--- src/rtl/sint_pkg.sv ---
package sint_pkg;
    localparam int DATA_W = 32;

    typedef enum logic [1:0] {
        FMT_SMAG  = 2'd0,
        FMT_ONES  = 2'd1,
        FMT_TWOS  = 2'd2,
        FMT_TWOS3 = 2'd3
    } fmt_e;

    typedef enum logic {
        ST_EMPTY = 1'b0,
        ST_FULL  = 1'b1
    } st_e;

    typedef struct packed {
        logic [DATA_W-1:0] data;
        logic              ovf;
        logic              negz;
    } res_t;
endpackage

--- src/rtl/sint_enc.sv ---
module sint_enc
    import sint_pkg::*;
#(
    parameter int NW = 8,
    parameter int WW = 16
) (
    input  logic [1:0]        fmt,
    input  logic              wide,
    input  logic [DATA_W-1:0] value,
    output res_t              res
);
    localparam logic [DATA_W-1:0] LIM_N  = DATA_W'((64'd1 << (NW-1)) - 64'd1);
    localparam logic [DATA_W-1:0] LIM_W  = DATA_W'((64'd1 << (WW-1)) - 64'd1);
    localparam logic [DATA_W-1:0] MASK_N = DATA_W'((64'd1 << NW) - 64'd1);
    localparam logic [DATA_W-1:0] MASK_W = DATA_W'((64'd1 << WW) - 64'd1);
    localparam logic [DATA_W-1:0] SB_N   = DATA_W'(64'd1 << (NW-1));
    localparam logic [DATA_W-1:0] SB_W   = DATA_W'(64'd1 << (WW-1));

    logic              neg;
    logic [DATA_W-1:0] mag, lim, mask, sbit, pat;
    logic              ovf;

    always_comb begin
        neg  = value[DATA_W-1];
        mag  = neg ? (~value + DATA_W'(1)) : value;
        lim  = wide ? LIM_W  : LIM_N;
        mask = wide ? MASK_W : MASK_N;
        sbit = wide ? SB_W   : SB_N;
        unique case (fmt_e'(fmt))
            FMT_SMAG: begin
                ovf = (mag > lim);
                pat = neg ? (sbit | mag) : mag;
            end
            FMT_ONES: begin
                ovf = (mag > lim);
                pat = neg ? ~mag : mag;
            end
            FMT_TWOS, FMT_TWOS3: begin
                ovf = neg ? (mag > lim + DATA_W'(1)) : (mag > lim);
                pat = value;
            end
        endcase
        res.ovf  = ovf;
        res.negz = 1'b0;
        res.data = ovf ? '0 : (pat & mask);
    end
endmodule

--- src/rtl/sint_dec.sv ---
module sint_dec
    import sint_pkg::*;
#(
    parameter int NW = 8,
    parameter int WW = 16
) (
    input  logic [1:0]        fmt,
    input  logic              wide,
    input  logic [DATA_W-1:0] pattern,
    output res_t              res
);
    localparam logic [DATA_W-1:0] MASK_N = DATA_W'((64'd1 << NW) - 64'd1);
    localparam logic [DATA_W-1:0] MASK_W = DATA_W'((64'd1 << WW) - 64'd1);
    localparam logic [DATA_W-1:0] SB_N   = DATA_W'(64'd1 << (NW-1));
    localparam logic [DATA_W-1:0] SB_W   = DATA_W'(64'd1 << (WW-1));

    logic [DATA_W-1:0] mask, sbit, p, m;
    logic              sgn;

    always_comb begin
        mask = wide ? MASK_W : MASK_N;
        sbit = wide ? SB_W   : SB_N;
        p    = pattern & mask;
        sgn  = |(p & sbit);
        res.ovf = 1'b0;
        unique case (fmt_e'(fmt))
            FMT_SMAG: begin
                m        = p & ~sbit;
                res.data = sgn ? (~m + DATA_W'(1)) : m;
                res.negz = sgn && (m == '0);
            end
            FMT_ONES: begin
                m        = sgn ? (~p & mask) : p;
                res.data = sgn ? (~m + DATA_W'(1)) : m;
                res.negz = sgn && (m == '0);
            end
            FMT_TWOS, FMT_TWOS3: begin
                m        = p;
                res.data = sgn ? (p | ~mask) : p;
                res.negz = 1'b0;
            end
        endcase
    end
endmodule

--- src/rtl/sint_ctrl.sv ---
module sint_ctrl
    import sint_pkg::*;
(
    input  logic clk,
    input  logic rst_n,
    input  logic in_valid,
    input  logic out_ready,
    output logic in_ready,
    output logic out_valid,
    output logic load
);
    st_e state, state_nx;

    always_ff @(posedge clk) begin
        if (!rst_n) state <= ST_EMPTY;
        else        state <= state_nx;
    end

    always_comb begin
        state_nx = state;
        unique case (state)
            ST_EMPTY: if (in_valid) state_nx = ST_FULL;               // ACCEPT
            ST_FULL:  if (out_ready && !in_valid) state_nx = ST_EMPTY; // DRAIN
                      // REFILL and STALL keep ST_FULL
        endcase
    end

    always_comb begin
        out_valid = (state == ST_FULL);
        in_ready  = (state == ST_EMPTY) || out_ready;
        load      = in_valid && in_ready;
    end
endmodule

--- src/rtl/sint_recode.sv ---
module sint_recode
    import sint_pkg::*;
#(
    parameter int NW = 8,
    parameter int WW = 16
) (
    input  logic              clk,
    input  logic              rst_n,
    input  logic              in_valid,
    output logic              in_ready,
    input  logic              in_dir,
    input  logic [1:0]        in_fmt,
    input  logic              in_wide,
    input  logic [DATA_W-1:0] in_data,
    output logic              out_valid,
    input  logic              out_ready,
    output logic [DATA_W-1:0] out_data,
    output logic              out_ovf,
    output logic              out_negz
);
    res_t enc_res, dec_res, sel_res, held;
    logic load;

    sint_enc #(.NW(NW), .WW(WW)) u_enc (
        .fmt(in_fmt), .wide(in_wide), .value(in_data), .res(enc_res)
    );

    sint_dec #(.NW(NW), .WW(WW)) u_dec (
        .fmt(in_fmt), .wide(in_wide), .pattern(in_data), .res(dec_res)
    );

    sint_ctrl u_ctrl (
        .clk(clk), .rst_n(rst_n), .in_valid(in_valid), .out_ready(out_ready),
        .in_ready(in_ready), .out_valid(out_valid), .load(load)
    );

    assign sel_res = in_dir ? dec_res : enc_res;

    always_ff @(posedge clk) begin
        if (!rst_n)    held <= '0;
        else if (load) held <= sel_res;
    end

    assign out_data = held.data;
    assign out_ovf  = held.ovf;
    assign out_negz = held.negz;
endmodule

--- config.mk ---
export PLATFORM = sky130hd
export DESIGN_NAME = sint_recode
export DESIGN_NICKNAME = d
export VERILOG_FILES = /design/src/rtl/sint_pkg.sv /design/src/rtl/sint_enc.sv /design/src/rtl/sint_dec.sv /design/src/rtl/sint_ctrl.sv /design/src/rtl/sint_recode.sv
export SDC_FILE = /design/constraint.sdc
export NUM_CORES = 1
export LEC_CHECK = 0
export BUFFER_PORTS_ARGS = -buffer_cell sky130_fd_sc_hd__buf_2
export CAP_MARGIN = 20
export CELL_PAD_IN_SITES_DETAIL_PLACEMENT = 1
export CELL_PAD_IN_SITES_GLOBAL_PLACEMENT = 2
export CORE_MARGIN = 2
export CORE_UTILIZATION = 30
export CTS_CLUSTER_DIAMETER = 150
export DETAILED_ROUTE_END_ITERATION = 8
export PLACE_DENSITY = 0.7
export SKIP_CTS_REPAIR_TIMING = 1
export SYNTH_ARGS = -nofsm -noshare
export SYNTH_HDL_FRONTEND = slang
export SYNTH_HIERARCHICAL = 1
export SYNTH_SLANG_ARGS = --single-unit
--- constraint.sdc ---
create_clock -name clk -period 7.1 [get_ports clk]
set_input_delay 0.355 -clock clk [delete_from_list [all_inputs] [get_ports clk]]
set_output_delay 0.355 -clock clk [all_outputs]
set_load 0.01 [all_outputs]
Word level (Yosys, flattened, before mapping)
Index checks and enable logic that the tools add are counted.
Storage, ports and cells
  bits in registers: 35
  output and inout bits: 36
  word-level logic and storage cells: 60
Cells by class
  add/sub/neg operators: 4
  magnitude comparators: 2
  eq/ne operators: 3
  multiplexer cells: 20
  bitwise gates (word level): 15
  reductions and logical operators: 12
Operators with widths (count)
  32-bit 2-to-1 mux: 8
  32-bit case mux with 3 select lines: 2
  32-bit NOT: 5
  32-bit by 1-bit adder with 32-bit output (second input constant): 4
  32-bit by 16-bit AND with 32-bit output: 3
  32-bit AND: 2
  32-bit > comparator: 2
  32-bit zero test: 2
  16-bit NOT with 32-bit output: 2
  32-bit OR: 2
  34-bit 2-to-1 mux: 1
  16-bit 2-to-1 mux: 2
  32-bit OR reduction: 1
  15-bit 2-to-1 mux: 1
  2-bit == test (second input constant): 2
  1-bit logical AND: 4
  1-bit case mux with 2 select lines: 2
  2-bit OR reduction: 2
  1-bit 2-to-1 mux: 3
  1-bit case mux with 3 select lines: 1
  2-bit by 1-bit == test with 1-bit output (second input constant): 1
  2-bit zero test: 1
  1-bit zero test: 1
  1-bit logical OR: 1
  1-bit NOT: 1

Depth between registers and ports, before layout
  depth in word-level cells: 10
  gate-level depth with buffers: 19
  mapped depth without buffers: 16

Cells and area by module
The synthesis kept the hierarchy.
By module, submodules not included
  sint_enc: times used 1, cells each 330, area each 2194.6 um^2
  sint_dec: times used 1, cells each 244, area each 1654.1 um^2
  sint_recode: times used 1, cells each 150, area each 1476.4 um^2
  sint_ctrl: times used 1, cells each 5, area each 57.6 um^2

Worst setup path before layout
OpenSTA, ideal clock, no wires.
  kind: input -> register
  start point: input port in_data[2]
  end point: register held, in the netlist out_ovf
  setup time: 0.120 ns
  data arrival time: 3.561 ns
  data required time: 6.980 ns
  slack: 3.419 ns
  stages on the path: 16
  path through: buf_4 > nor4_1 > nand4_1 > or3_1 > nand2_1 > xnor2_1 > ha_1 > nand4b_1 > o31ai_1 > o21ai_0 > or3_1 > buf_6 > or3_1 > buf_4 > mux2i_1 > a21oi_1
Between the ends
  longest elaborated chain between the ends: 7
  elaborated cells between the ends (all ways): 8
RTL lines
  from (decl): line sint_recode.sv:14  | input logic [DATA_W-1:0] in_data,
  32-bit NOT: line sint_enc.sv:25  | mag = neg ? (~value + DATA_W'(1)) : value;
  32-bit by 1-bit adder with 32-bit output: line sint_enc.sv:25
  32-bit 2-to-1 mux *: line sint_enc.sv:25
  32-bit > comparator, on equally long branches: line sint_enc.sv:31, sint_enc.sv:35, sint_enc.sv:39
  1-bit 2-to-1 mux: line sint_enc.sv:39  | ovf = neg ? (mag > lim + DATA_W'(1)) : (mag > lim);
  1-bit case mux with 2 select lines *: line sint_enc.sv:29  | unique case (fmt_e'(fmt))
  net u_enc.ovf: line sint_enc.sv:21  | logic ovf;
  34-bit 2-to-1 mux *: line sint_recode.sv:37  | assign sel_res = in_dir ? dec_res : enc_res;
  to (signal assigned): line sint_recode.sv:41  | else if (load) held <= sel_res;
  to (decl): line sint_recode.sv:21  | res_t enc_res, dec_res, sel_res, held;
The timed path passes the listed nets; every way through them passes the cells marked *.
A chain may end at the register's enable or synchronous reset.

==> summary.txt <==
Worst setup path
  • Worst-path maximum fanout: 22
  • CP delay by family, top: simple AND/OR/NAND/NOR gates
  • Slowest CP cell: or3_1
  • Critical Path Sink Type: register
  • Startpoint types: input pin
  • CP required: 7.23 ns
  • Worst path most repeated cell: or3_1
  • Crit path DAT: 4.49 ns
  • Crit path cell chain: buf_2, nor4_1, nand4_1, or3_1, nand2_1, xnor2_1, ha_1, nand4b_1, o31ai_1, o21ai_0, or3_1, or3_1, mux2i_1, a21oi_1
  • Crit path kind: input pin to register
  • Max stage delay on crit path: 0.74 ns
  • Worst Path Buf+Inv: 1

Pwr
  • Leakage power: 2.19 nW
  • Switch share: 38.8%
  • Combinational share of power: 41.0%
  • Total net switching power: 0.000284 W
  • Max IR drop VDD: 0.0943 mV
  • Clock group share of total power: 28.9%
  • Part of the power in registers: 30.1%
  • Int Power: 0.000448 W
  • Power Density: 129 nW/um2

Final layout
  • Final #Nets: 803
  • Antenna Cells: 0
  • Most common cell after layout, fill and taps aside: buf_2
  • Fillers: 2203
  • Reg area: 701 um2
  • Design area: 5660 um2
  • Most frequent cells in the layout: buf_2, nand2_1, a21oi_1, o21ai_0, nor2_1
  • Layout cell share with drive strength beyond 1: 17.7%
  • Post-Layout Cell Count: 971
  • Multi-input logic area: 4060 um2
  • Area grow syn2layout: 5.07%

Yosys
  • Simple-Gate Fraction of Synth Area: 27.2%
  • Xor/xnor cell area share of the yosys netlist: 7.81%
  • Mapped Avg Cell Area: 7.38 um2
  • YS warnings: 6
  • Post-Synth Adder-Cell Area: 4.18%
  • Mux share of post-synthesis cell area: 10.4%
  • Compound-Gate Fraction of Synth Area: 24.2%
  • Yosys reg bits: 35
  • Synth async-reset ratio: 0%
  • Top FF cell, synth: dfxtp_1
  • Post-Syn Area: 5380 um2
  • Post-synth EDFFs: 0
  • Sequential area share after synthesis: 13.0%
  • Post-synthesis cell count: 729
  • Largest family of logic cells by synthesized area: simple AND/OR/NAND/NOR gates
  • Netlist cell types: 83

Timing
  • Period minus WS final: 4.36 ns
  • Fin worst setup slack: 2.74 ns
  • Final TNS setup: 0 ns
  • Hold Fails Final Rpt: 0
  • Hold_ws: 0.327 ns
  • Relative slew slack: 31.3%
  • Highest clock rate: 0.229 GHz
  • Clock skew: 0.00451 ns
  • Worst Tran Pin Value: 1.03 ns
  • Endpoints failing setup: 0
  • RSZ-0062 raised after global routing: no
  • Period Utilization, post-route: 61.4%
  • Max Slew Vio Count: 0

Outcome
  • Status: finished clean

Die
  • Die height: 138 um
  • Die W: 138 um
  • Num rows: 48
  • Core area: 17400 um2
  • Num ports: 76
  • Die area: 19000 um2
  • Initial Util: 30.9%

Clock network
  • Clk_lat worst skew: 0.28 ns
  • H-tree depth: 2
  • CTS buffer count: 5
  • CTS tree: yes
  • Clk sinks: 35
  • Clock slew at reported path FFs: 0.06 ns
  • CTS Buffer Depth: 2
  • Root Buffer: clkbuf_16

Place
  • DP Area: 5500 um2
  • Post-Place Cells: 962
  • Post-DP HPWL: 14400 um
  • RePlAce Congestion: 0.922
  • Port bufs: 75
  • Place WS: 1.94 ns

Job
  • Max cap viols: 0

Min path
  • Hold/Removal Path Class: input pin to register

Drt
  • Vias/cell: 5.75
  • Met3 wire length: 800 um
  • Post-DR wirelength/cell: 20.1 um
  • Highest routing layer actually used: met4
  • DRC violations left: 0
  • ANT nets after route: 0
  • Routed WL: 19600 um
  • Wire length on met2: 9340 um
  • Number of DRC markers in iteration 0: 212
  • Vias after detailed routing: 5583
  • Met1 WL: 8940 um
  • DRT Pass-1 Iters: 5

Global routing
  • Initial antenna violation count: 0
  • First-pass GRT wire length: 31400 um
  • Gr ovfl total: 0
  • Number of global-route vias before repair: 5582
  • Largest net degree at the start of global routing: 69
  • Gr usage total: 20.8%
==> cells in the mapped netlist (4+ instances only) <==
library cell	count	area [um2]
nand2_1	66	248
a21oi_1	65	325
o21ai_0	60	300
nor2_1	58	218
mux2i_1	42	420
dfxtp_1	35	701
buf_4	34	255
xnor2_1	31	272
clkbuf_1	26	97.6
nor3_1	22	110
nor4_1	22	138
nand3_1	19	95.1
ha_1	18	225
xor2_1	17	149
inv_1	15	56.3
a31oi_1	12	75.1
nor4_2	11	138
nand4_1	10	62.6
or3_1	9	56.3
buf_2	8	40.0
buf_6	8	90.1
mux2_2	7	78.8
o31ai_1	7	52.6
and3_1	6	37.5
nand2b_1	6	37.5
o22ai_1	6	37.5
nor2b_1	5	31.3
buf_8	4	60.1
nand3b_1	4	30.0
or2_2	4	25.0
==> sequential cells by signal, indices dropped and copies added (netlist names) <==
register	count
out_ovf	1
u_ctrl/out_valid	1
out_negz	1
out_data	32
==> worst reg2reg max path: stages (launching register included) <==
cell and delay, ns:
dfxtp_1 0.33, nand2b_4 0.08, and2_4 0.55, o21ai_0 0.28, a21oi_1 0.18
==> final timing paths <==
kind / start / endpoint / slack [ns] / depth (start not counted)
setup / recovery: in_data[7] / out_ovf / 2.74 / 14
hold / removal: in_valid / u_ctrl/out_valid / 0.33 / 3
setup reg to reg: u_ctrl/out_valid / out_data[6] / 5.61 / 4
hold reg to reg: u_ctrl/out_valid / u_ctrl/out_valid / 0.51 / 2
==> logic make-up (layout without fill, tap and decap cells) <==
logic type | count (synthesis) | in the layout
simple gates | 265 | 265
compound gates | 205 | 205
buf+inv | 103 | 103
mux | 52 | 52
xor+xnor | 48 | 48
flops | 35 | 35
fa+ha+maj | 18 | 18
other cells | 3 | 20
==> per-layer routing <==
| metal | vias to the layer above | global-route usage, % |
|---|---|---|
| met5 | - | 0 |
| met4 | 0 | 5.73 |
| met3 | 28 | 2.30 |
| met2 | 135 | 35.5 |
| met1 | 2735 | 27.6 |
| li1 | 2685 | - |
==> metrics by stage <==
| stage | power, W | util (%) |
|---|---|---|
| 6_report | 0.000732 | 32.5 |
| 5_1_grt | 0.000785 | 32.5 |
| 4_1_cts | 0.000737 | 32.4 |
| 3_5_place_dp | 0.000523 | 31.6 |
| 3_3_place_gp | 0.000517 | 31.6 |
| 2_1_floorplan | 0.000446 | - |
==> area by class of cell <==
cell class / count / share of cell area, %
multi-input cells: 608 / 71.7
flip-flops and latches: 35 / 12.4
repair buffers: 80 / 7.43
well taps: 225 / 4.98
clock buffers: 6 / 2.28
inverters: 15 / 0.996
clock inverters: 2 / 0.221
==> power by group through the flow <==
stage,combinational (W),sequential (W),clock (W)
finish,0.000300,0.000221,0.000211
global placement,0.000293,0.000224,0
floorplan,0.000215,0.000231,0
global route,0.000335,0.000222,0.000228
detailed placement,0.000298,0.000225,0
CTS,0.000300,0.000221,0.000216
No activity file was read; power rests on OpenSTA's default activity.
